$ cat src/rtl/scan_vec_seq_pkg.sv
package scan_vec_seq_pkg;

    typedef enum logic [1:0] {
        PH_WAIT  = 2'd0,
        PH_SHIFT = 2'd1,
        PH_CAPT  = 2'd2,
        PH_DONE  = 2'd3
    } phase_e;

    // one observed bit against its expected value; only cared-for bits count
    function automatic logic bit_miss(input logic got, input logic expv, input logic care);
        return care & (got ^ expv);
    endfunction

    function automatic int count_width(input int depth);
        return (depth > 1) ? $clog2(depth) : 1;
    endfunction

endpackage

$ cat src/rtl/svs_vec_hold.sv
module svs_vec_hold #(
    parameter int W = 8
) (
    input  logic         clk,
    input  logic         rst,
    input  logic         in_valid,
    output logic         in_ready,
    input  logic [W-1:0] in_data,
    output logic         full,
    output logic [W-1:0] data,
    input  logic         take
);

    always_ff @(posedge clk) begin
        if (rst) begin
            full <= 1'b0;
            data <= '0;
        end else if (!full) begin
            if (in_valid) begin
                full <= 1'b1;
                data <= in_data;
            end
        end else if (take) begin
            full <= 1'b0;
        end
    end

    assign in_ready = !full;

    // a held vector is neither lost nor altered until taken
    assert_hold_stable_R11: assert property (@(posedge clk) disable iff (rst)
        (full && !take) |=> (full && $stable(data)));

endmodule

$ cat src/rtl/svs_ctrl.sv
module svs_ctrl
    import scan_vec_seq_pkg::*;
#(
    parameter int N_SFF = 8,
    parameter int CW    = 3
) (
    input  logic          clk,
    input  logic          rst,
    input  logic          hold_valid,
    input  logic          work_last,
    output phase_e        phase,
    output logic [CW-1:0] step,
    output logic          first_win,
    output logic          unload,
    output logic          load_work,
    output logic          end_capture
);

    localparam logic [CW-1:0] LAST = CW'(N_SFF - 1);

    always_comb begin
        end_capture = (phase == PH_CAPT);
        load_work   = hold_valid &&
                      ((phase == PH_WAIT) || (phase == PH_CAPT && !work_last));
    end

    always_ff @(posedge clk) begin
        if (rst) begin
            phase     <= PH_WAIT;
            step      <= '0;
            first_win <= 1'b1;
            unload    <= 1'b0;
        end else begin
            case (phase)
                PH_WAIT: begin
                    if (hold_valid) begin
                        phase <= PH_SHIFT;
                        step  <= '0;
                    end
                end
                PH_SHIFT: begin
                    if (step == LAST) begin
                        step <= '0;
                        if (unload) begin
                            phase <= PH_DONE;
                        end else begin
                            phase     <= PH_CAPT;
                            first_win <= 1'b0;
                        end
                    end else begin
                        step <= step + CW'(1);
                    end
                end
                PH_CAPT: begin
                    step <= '0;
                    if (work_last) begin
                        phase  <= PH_SHIFT;
                        unload <= 1'b1;
                    end else if (hold_valid) begin
                        phase <= PH_SHIFT;
                    end else begin
                        phase <= PH_WAIT;
                    end
                end
                default: phase <= PH_DONE;
            endcase
        end
    end

    assert_capture_single_R2: assert property (@(posedge clk) disable iff (rst)
        (phase == PH_CAPT) |=> (phase != PH_CAPT));

    assert_capture_after_window_R2: assert property (@(posedge clk) disable iff (rst)
        (phase == PH_CAPT) |-> ($past(phase) == PH_SHIFT && $past(step) == LAST));

    assert_step_advance_R3: assert property (@(posedge clk) disable iff (rst)
        (phase == PH_SHIFT && step != LAST) |=> (phase == PH_SHIFT && step == $past(step) + CW'(1)));

    assert_done_sticky_R8: assert property (@(posedge clk) disable iff (rst)
        (phase == PH_DONE) |=> (phase == PH_DONE));

    assert_stall_holds_R10: assert property (@(posedge clk) disable iff (rst)
        (phase == PH_WAIT && !hold_valid) |=> (phase == PH_WAIT));

endmodule

$ cat src/rtl/svs_resp_cmp.sv
module svs_resp_cmp
    import scan_vec_seq_pkg::*;
#(
    parameter int PO_W  = 4,
    parameter int IDX_W = 8
) (
    input  logic             clk,
    input  logic             rst,
    input  logic             scan_en,
    input  logic             scan_got,
    input  logic             scan_exp,
    input  logic             scan_care,
    input  logic [IDX_W-1:0] scan_idx,
    input  logic             po_en,
    input  logic [PO_W-1:0]  po_got,
    input  logic [PO_W-1:0]  po_exp,
    input  logic [PO_W-1:0]  po_care,
    input  logic [IDX_W-1:0] po_idx,
    output logic             fail,
    output logic [IDX_W-1:0] fail_idx
);

    logic [PO_W-1:0]  po_miss_bits;
    logic             scan_miss;
    logic             po_miss;
    logic [IDX_W-1:0] blame_idx;

    for (genvar b = 0; b < PO_W; b++) begin : g_po_bit
        assign po_miss_bits[b] = bit_miss(po_got[b], po_exp[b], po_care[b]);
    end

    always_comb begin
        scan_miss = scan_en && bit_miss(scan_got, scan_exp, scan_care);
        po_miss   = po_en && (|po_miss_bits);
        blame_idx = scan_en ? scan_idx : po_idx;
    end

    always_ff @(posedge clk) begin
        if (rst) begin
            fail     <= 1'b0;
            fail_idx <= '0;
        end else if (!fail && (scan_miss || po_miss)) begin
            fail     <= 1'b1;
            fail_idx <= blame_idx;
        end
    end

    assert_fail_sticky_R7: assert property (@(posedge clk) disable iff (rst)
        fail |=> (fail && $stable(fail_idx)));

    assert_phases_exclusive_R2: assert property (@(posedge clk) disable iff (rst)
        !(scan_en && po_en));

endmodule

$ cat src/rtl/scan_vec_seq.sv
module scan_vec_seq
    import scan_vec_seq_pkg::*;
#(
    parameter int N_SFF = 8,
    parameter int PI_W  = 4,
    parameter int PO_W  = 4,
    parameter int IDX_W = 8
) (
    input  logic             clk,
    input  logic             rst,
    input  logic             in_valid,
    output logic             in_ready,
    input  logic [N_SFF-1:0] in_state,
    input  logic [PI_W-1:0]  in_pi,
    input  logic [N_SFF-1:0] in_exp_scan,
    input  logic [N_SFF-1:0] in_care_scan,
    input  logic [PO_W-1:0]  in_exp_po,
    input  logic [PO_W-1:0]  in_care_po,
    input  logic             in_last,
    output logic             cut_ce,
    output logic             cut_tc,
    output logic             cut_scan_in,
    output logic [PI_W-1:0]  cut_pi,
    input  logic             cut_scan_out,
    input  logic [PO_W-1:0]  cut_po,
    output logic             done,
    output logic             fail,
    output logic [IDX_W-1:0] fail_idx
);

    localparam int CW = count_width(N_SFF);
    localparam logic [CW-1:0] LAST = CW'(N_SFF - 1);

    typedef struct packed {
        logic             last;
        logic [N_SFF-1:0] state;
        logic [PI_W-1:0]  pi;
        logic [N_SFF-1:0] exp_scan;
        logic [N_SFF-1:0] care_scan;
        logic [PO_W-1:0]  exp_po;
        logic [PO_W-1:0]  care_po;
    } vec_t;

    localparam int VW = $bits(vec_t);

    vec_t             in_vec;
    vec_t             hold_vec;
    logic [VW-1:0]    hold_bits;
    logic             hold_full;
    vec_t             work_q;
    logic [IDX_W-1:0] work_idx_q;
    logic [IDX_W-1:0] load_cnt_q;
    logic [N_SFF-1:0] chk_exp_q;
    logic [N_SFF-1:0] chk_care_q;
    logic [IDX_W-1:0] chk_idx_q;

    phase_e           phase;
    logic [CW-1:0]    step;
    logic [CW-1:0]    bit_sel;
    logic             first_win;
    logic             unload;
    logic             load_work;
    logic             end_capture;
    logic             shifting;
    logic             capturing;

    always_comb begin
        in_vec.last      = in_last;
        in_vec.state     = in_state;
        in_vec.pi        = in_pi;
        in_vec.exp_scan  = in_exp_scan;
        in_vec.care_scan = in_care_scan;
        in_vec.exp_po    = in_exp_po;
        in_vec.care_po   = in_care_po;
        hold_vec         = hold_bits;
    end

    svs_vec_hold #(.W(VW)) u_hold (
        .clk      (clk),
        .rst      (rst),
        .in_valid (in_valid),
        .in_ready (in_ready),
        .in_data  (in_vec),
        .full     (hold_full),
        .data     (hold_bits),
        .take     (load_work)
    );

    svs_ctrl #(.N_SFF(N_SFF), .CW(CW)) u_ctrl (
        .clk         (clk),
        .rst         (rst),
        .hold_valid  (hold_full),
        .work_last   (work_q.last),
        .phase       (phase),
        .step        (step),
        .first_win   (first_win),
        .unload      (unload),
        .load_work   (load_work),
        .end_capture (end_capture)
    );

    // working vector, and the expectation of the response now being unloaded
    always_ff @(posedge clk) begin
        if (rst) begin
            work_q     <= '0;
            work_idx_q <= '0;
            load_cnt_q <= '0;
            chk_exp_q  <= '0;
            chk_care_q <= '0;
            chk_idx_q  <= '0;
        end else begin
            if (end_capture) begin
                chk_exp_q  <= work_q.exp_scan;
                chk_care_q <= work_q.care_scan;
                chk_idx_q  <= work_idx_q;
            end
            if (load_work) begin
                work_q     <= hold_vec;
                work_idx_q <= load_cnt_q;
                load_cnt_q <= load_cnt_q + IDX_W'(1);
            end
        end
    end

    // the bit nearest the chain end goes first
    assign bit_sel   = LAST - step;
    assign shifting  = (phase == PH_SHIFT);
    assign capturing = (phase == PH_CAPT);

    always_comb begin
        cut_ce      = shifting || capturing;
        cut_tc      = capturing;
        cut_scan_in = (shifting && !unload) ? work_q.state[bit_sel] : 1'b0;
        cut_pi      = capturing ? work_q.pi : '0;
        done        = (phase == PH_DONE);
    end

    svs_resp_cmp #(.PO_W(PO_W), .IDX_W(IDX_W)) u_cmp (
        .clk       (clk),
        .rst       (rst),
        .scan_en   (shifting && !first_win),
        .scan_got  (cut_scan_out),
        .scan_exp  (chk_exp_q[bit_sel]),
        .scan_care (chk_care_q[bit_sel]),
        .scan_idx  (chk_idx_q),
        .po_en     (capturing),
        .po_got    (cut_po),
        .po_exp    (work_q.exp_po),
        .po_care   (work_q.care_po),
        .po_idx    (work_idx_q),
        .fail      (fail),
        .fail_idx  (fail_idx)
    );

    assert_tc_needs_ce_R2: assert property (@(posedge clk) disable iff (rst)
        cut_tc |-> cut_ce);

    assert_pi_quiet_shift_R4: assert property (@(posedge clk) disable iff (rst)
        (cut_ce && !cut_tc) |-> (cut_pi == '0));

    assert_done_no_clock_R8: assert property (@(posedge clk) disable iff (rst)
        done |=> (done && !cut_ce));

endmodule

$ cat config.mk
export PLATFORM = sky130hd
export DESIGN_NAME = scan_vec_seq
export DESIGN_NICKNAME = d
export VERILOG_FILES = /design/src/rtl/scan_vec_seq_pkg.sv /design/src/rtl/svs_vec_hold.sv /design/src/rtl/svs_ctrl.sv /design/src/rtl/svs_resp_cmp.sv /design/src/rtl/scan_vec_seq.sv
export SDC_FILE = /design/constraint.sdc
export NUM_CORES = 1
export LEC_CHECK = 0
export BUFFER_PORTS_ARGS = -buffer_cell sky130_fd_sc_hd__buf_2
export CORE_ASPECT_RATIO = 1.25
export CORE_MARGIN = 3
export CORE_UTILIZATION = 50
export CTS_BUF_LIST = sky130_fd_sc_hd__clkbuf_4
export DETAILED_ROUTE_END_ITERATION = 12
export GPL_TIMING_DRIVEN = 1
export PLACE_DENSITY = 0.75
export SYNTH_ARGS = -nofsm -noshare
export SYNTH_HDL_FRONTEND = slang
export SYNTH_SLANG_ARGS = --single-unit
$ cat constraint.sdc
create_clock -name clk -period 4 [get_ports clk]
set_clock_uncertainty 0.05 [all_clocks]
set_input_delay 0.8 -clock clk [delete_from_list [all_inputs] [get_ports clk]]
set_output_delay 0.8 -clock clk [all_outputs]
set_load 0.05 [all_outputs]
==> results by group <==
Power and ir drop
  – Power Dens Cells: 513 nW/um^2
  – Pleak: 2.21 nW
  – Worst VDD drop: 0.000290 V
  – Power, Total: 0.00295 W

Drt
  – Total Wirelength: 9.97 mm
  – Number of routed nets with antenna violations: 0
  – DRT Pass-1 Iters: 4
  – Wirelength per Cell: 12.8 um
  – DR vias: 3982
  – Drt via density: 5.13
  – DR iter-0 viols: 190
  – Drt drc: 0

Floorplanning
  – Die Area: 11500 um^2
  – IO Count: 63
  – Initial Util: 0.523
  – Row cnt: 40
  – Die W: 96.4 um
  – Vert. Die Dim: 119 um
  – Core Region: 9760 um^2

Yosys
  – Mapped cell area: 5100 um^2
  – Seq/Total Area, Yosys: 0.514
  – Syn Area/Cell: 8.62 um^2
  – Number of enable flip-flop cells after synthesis: 0
  – Mapped Cells: 592
  – Async S/R FF share, synth: 0
  – Yosys warning count: 0
  – Distinct cells, synth: 43
  – Primary FF master, synth: dfxtp_1
  – Syn_nets: 644
  – Seq cells post-synth: 131

STA
  – Worst-margin pin slew: 1.24 ns
  – RSZ-0062 raised after global routing: no
  – Endpoints failing setup: 0
  – Max Fclk: 0.331 GHz
  – TNS Setup: 0 ns
  – Max Slew Vio Count: 0
  – Fin. Hold Viols: 0
  – Period utilisation layout: 0.756
  – Rel. slew slack: 0.172
  – Tmin final: 3.02 ns

GRT
  – Overflow after GRT: 0
  – Vias in the first global route: 3856
  – Gr usage total: 0.184
  – Pin count of the biggest net entering global routing: 73
  – Initial antenna violation count: 1
  – First-pass GRT wire length: 16.9 mm

CTS
  – CTS hold repair buffers: 0
  – CTS tree: done
  – CTS buffer count: 17
  – Worst-path clk slew: 0.11 ns
  – Cts repair resizes: 0
  – Insertion delay to the later sink of the worst-skew pair: 0.51 ns
  – TritonCTS sink count: 131
  – Clock Path Buffers: 2
  – Root Buffer: clkbuf_4
  – Post-CTS setup buffers: 0
  – H-tree depth: 4

Run status
  – Status: finished clean

Critical path
  – Critical Path End Type: primary output
  – Critical-path cell list: mux4_1, mux2i_1, nor3b_1, buf_2
  – Slowest CP cell: dfxtp_1
  – Crit path DAT: 2.17 ns
  – WP data required: 3.15 ns
  – Largest stage delay, worst path: 0.65 ns
  – Nature of the critical path startpoint: flop
  – Max FO, Critical Path: 11
  – Crit Path Class: flop to primary output

Placement
  – GPL Wtd Cong: 0.816
  – Number of port buffers: 62
  – DP HPWL: 6.66 mm

Hold path
  – Worst min-delay path category: flop to flop

Final layout
  – Most frequent cells in the layout: nand2_1, dfxtp_1, a21oi_1
  – Commonest non-fill, non-tap cell in the layout: nand2_1
  – Layout cells sized above 1: 0.166
  – Nets: 689
  – Area grow syn2layout: 12.8%

Job
  – Count of maximum capacitance violations: 0
## routing by layer
layer  up-vias  wire, um  global-route usage  part of all wire
li1       2058         -                   -                 -
met1      1831      4500               0.220              0.45
met2        82      4830               0.303              0.48
met3        11       501              0.0569             0.050
met4         0       134              0.0737             0.013
met5         -         0                   0                 0
## flip-flops by register name, indices dropped and copies added, names as in the netlist, 2 cells and up
signal	cells
u_ctrl.step	3
u_hold.data	37
work_idx_q	8
chk_care_q	8
chk_exp_q	8
u_ctrl.phase	2
work_q	37
load_cnt_q	8
chk_idx_q	8
u_cmp.fail_idx	8
## cells by family (layout without fill, tap and decap cells)
| kind of cell | count (synthesis) | count (layout) | share of synthesized area |
|---|---|---|---|
| AO/OA/AOI/OAI | 111 | 111 | 0.124 |
| buffers and inverters | 54 | 111 | 0.0417 |
| XOR/XNOR | 12 | 12 | 0.0206 |
| multiplexers | 42 | 42 | 0.0969 |
| adder cells (fa/ha/maj) | 7 | 7 | 0.0172 |
| flip-flops | 131 | 131 | 0.514 |
| AND/OR/NAND/NOR | 235 | 235 | 0.186 |
| other | 0 | 1 | 0 |
## metrics by stage
| step | hold WS [ns] | area [um^2] | util | setup slack [ns] | std cells |
|---|---|---|---|---|---|
| 5_1_grt | 0.385 | 5760 | 0.590 | 0.805 | 776 |
| 6_report | 0.396 | 5760 | 0.590 | 0.978 | 776 |
| 3_5_place_dp | 0.396 | 5460 | 0.559 | 1.49 | 744 |
| 4_1_cts | 0.403 | 5750 | 0.589 | 0.897 | 775 |
| 3_3_place_gp | 0.388 | 5460 | 0.559 | 1.51 | 744 |
| 2_1_floorplan | 0.382 | 5100 | - | 1.16 | 592 |
## final timing paths
| kind | from | to | slack [ns] | cells after the start |
|---|---|---|---|---|
| setup / recovery | u_ctrl.step[0] | cut_scan_in | 0.98 | 4 |
| hold / removal | u_hold.data[18] | work_q[18] | 0.40 | 2 |
| setup reg to reg | u_ctrl.phase[0] | work_q[13] | 1.73 | 7 |
| hold reg to reg | u_hold.data[18] | work_q[18] | 0.40 | 2 |
## cells in the mapped netlist, drive strengths merged (2+ instances only)
| master | count | area [um^2] |
|---|---|---|
| nor3b | 2 | 15.0 |
| a22oi | 3 | 27.5 |
| nand2 | 173 | 649 |
| clkbuf | 33 | 125 |
| nor2b | 3 | 18.8 |
| dfxtp | 131 | 2620 |
| nand4 | 4 | 25.0 |
| and2 | 4 | 25.0 |
| mux4 | 5 | 124 |
| o22ai | 9 | 62.6 |
| mux2i | 37 | 370 |
| ha | 7 | 87.6 |
| a21oi | 89 | 445 |
| o21ai | 2 | 10.0 |
| xor2 | 11 | 96.3 |
| nand3 | 2 | 10.0 |
| buf | 7 | 35.0 |
| nor2 | 38 | 143 |
| inv | 14 | 52.6 |
| and3 | 2 | 12.5 |
## critical path, delay by kind of cell, from the launching register on
kind,cells,cell delay (ns)
and+or+nand+nor,1,0.07
muxes,2,0.73
buffers and inverters,1,0.21
DFF,1,0.65
## cell type report
cell class	count	area, um^2
fillers	902	4000
flip-flops and latches	131	2620
multi-input cells	407	2280
repair buffers	66	343
clock inverters	14	165
well taps	126	158
clock buffers	17	128
inverters	14	52.6
diodes	1	2.50
## power breakdown
group | internal [W] | switching, W | total (W)
logic | 0.000197 | 0.000416 | 0.000613
clock network | 0.000426 | 0.000472 | 0.000898
registers | 0.00138 | 0.0000615 | 0.00144
total | 0.00200 | 0.000950 | 0.00295
No activity file was read; power rests on OpenSTA's default activity.
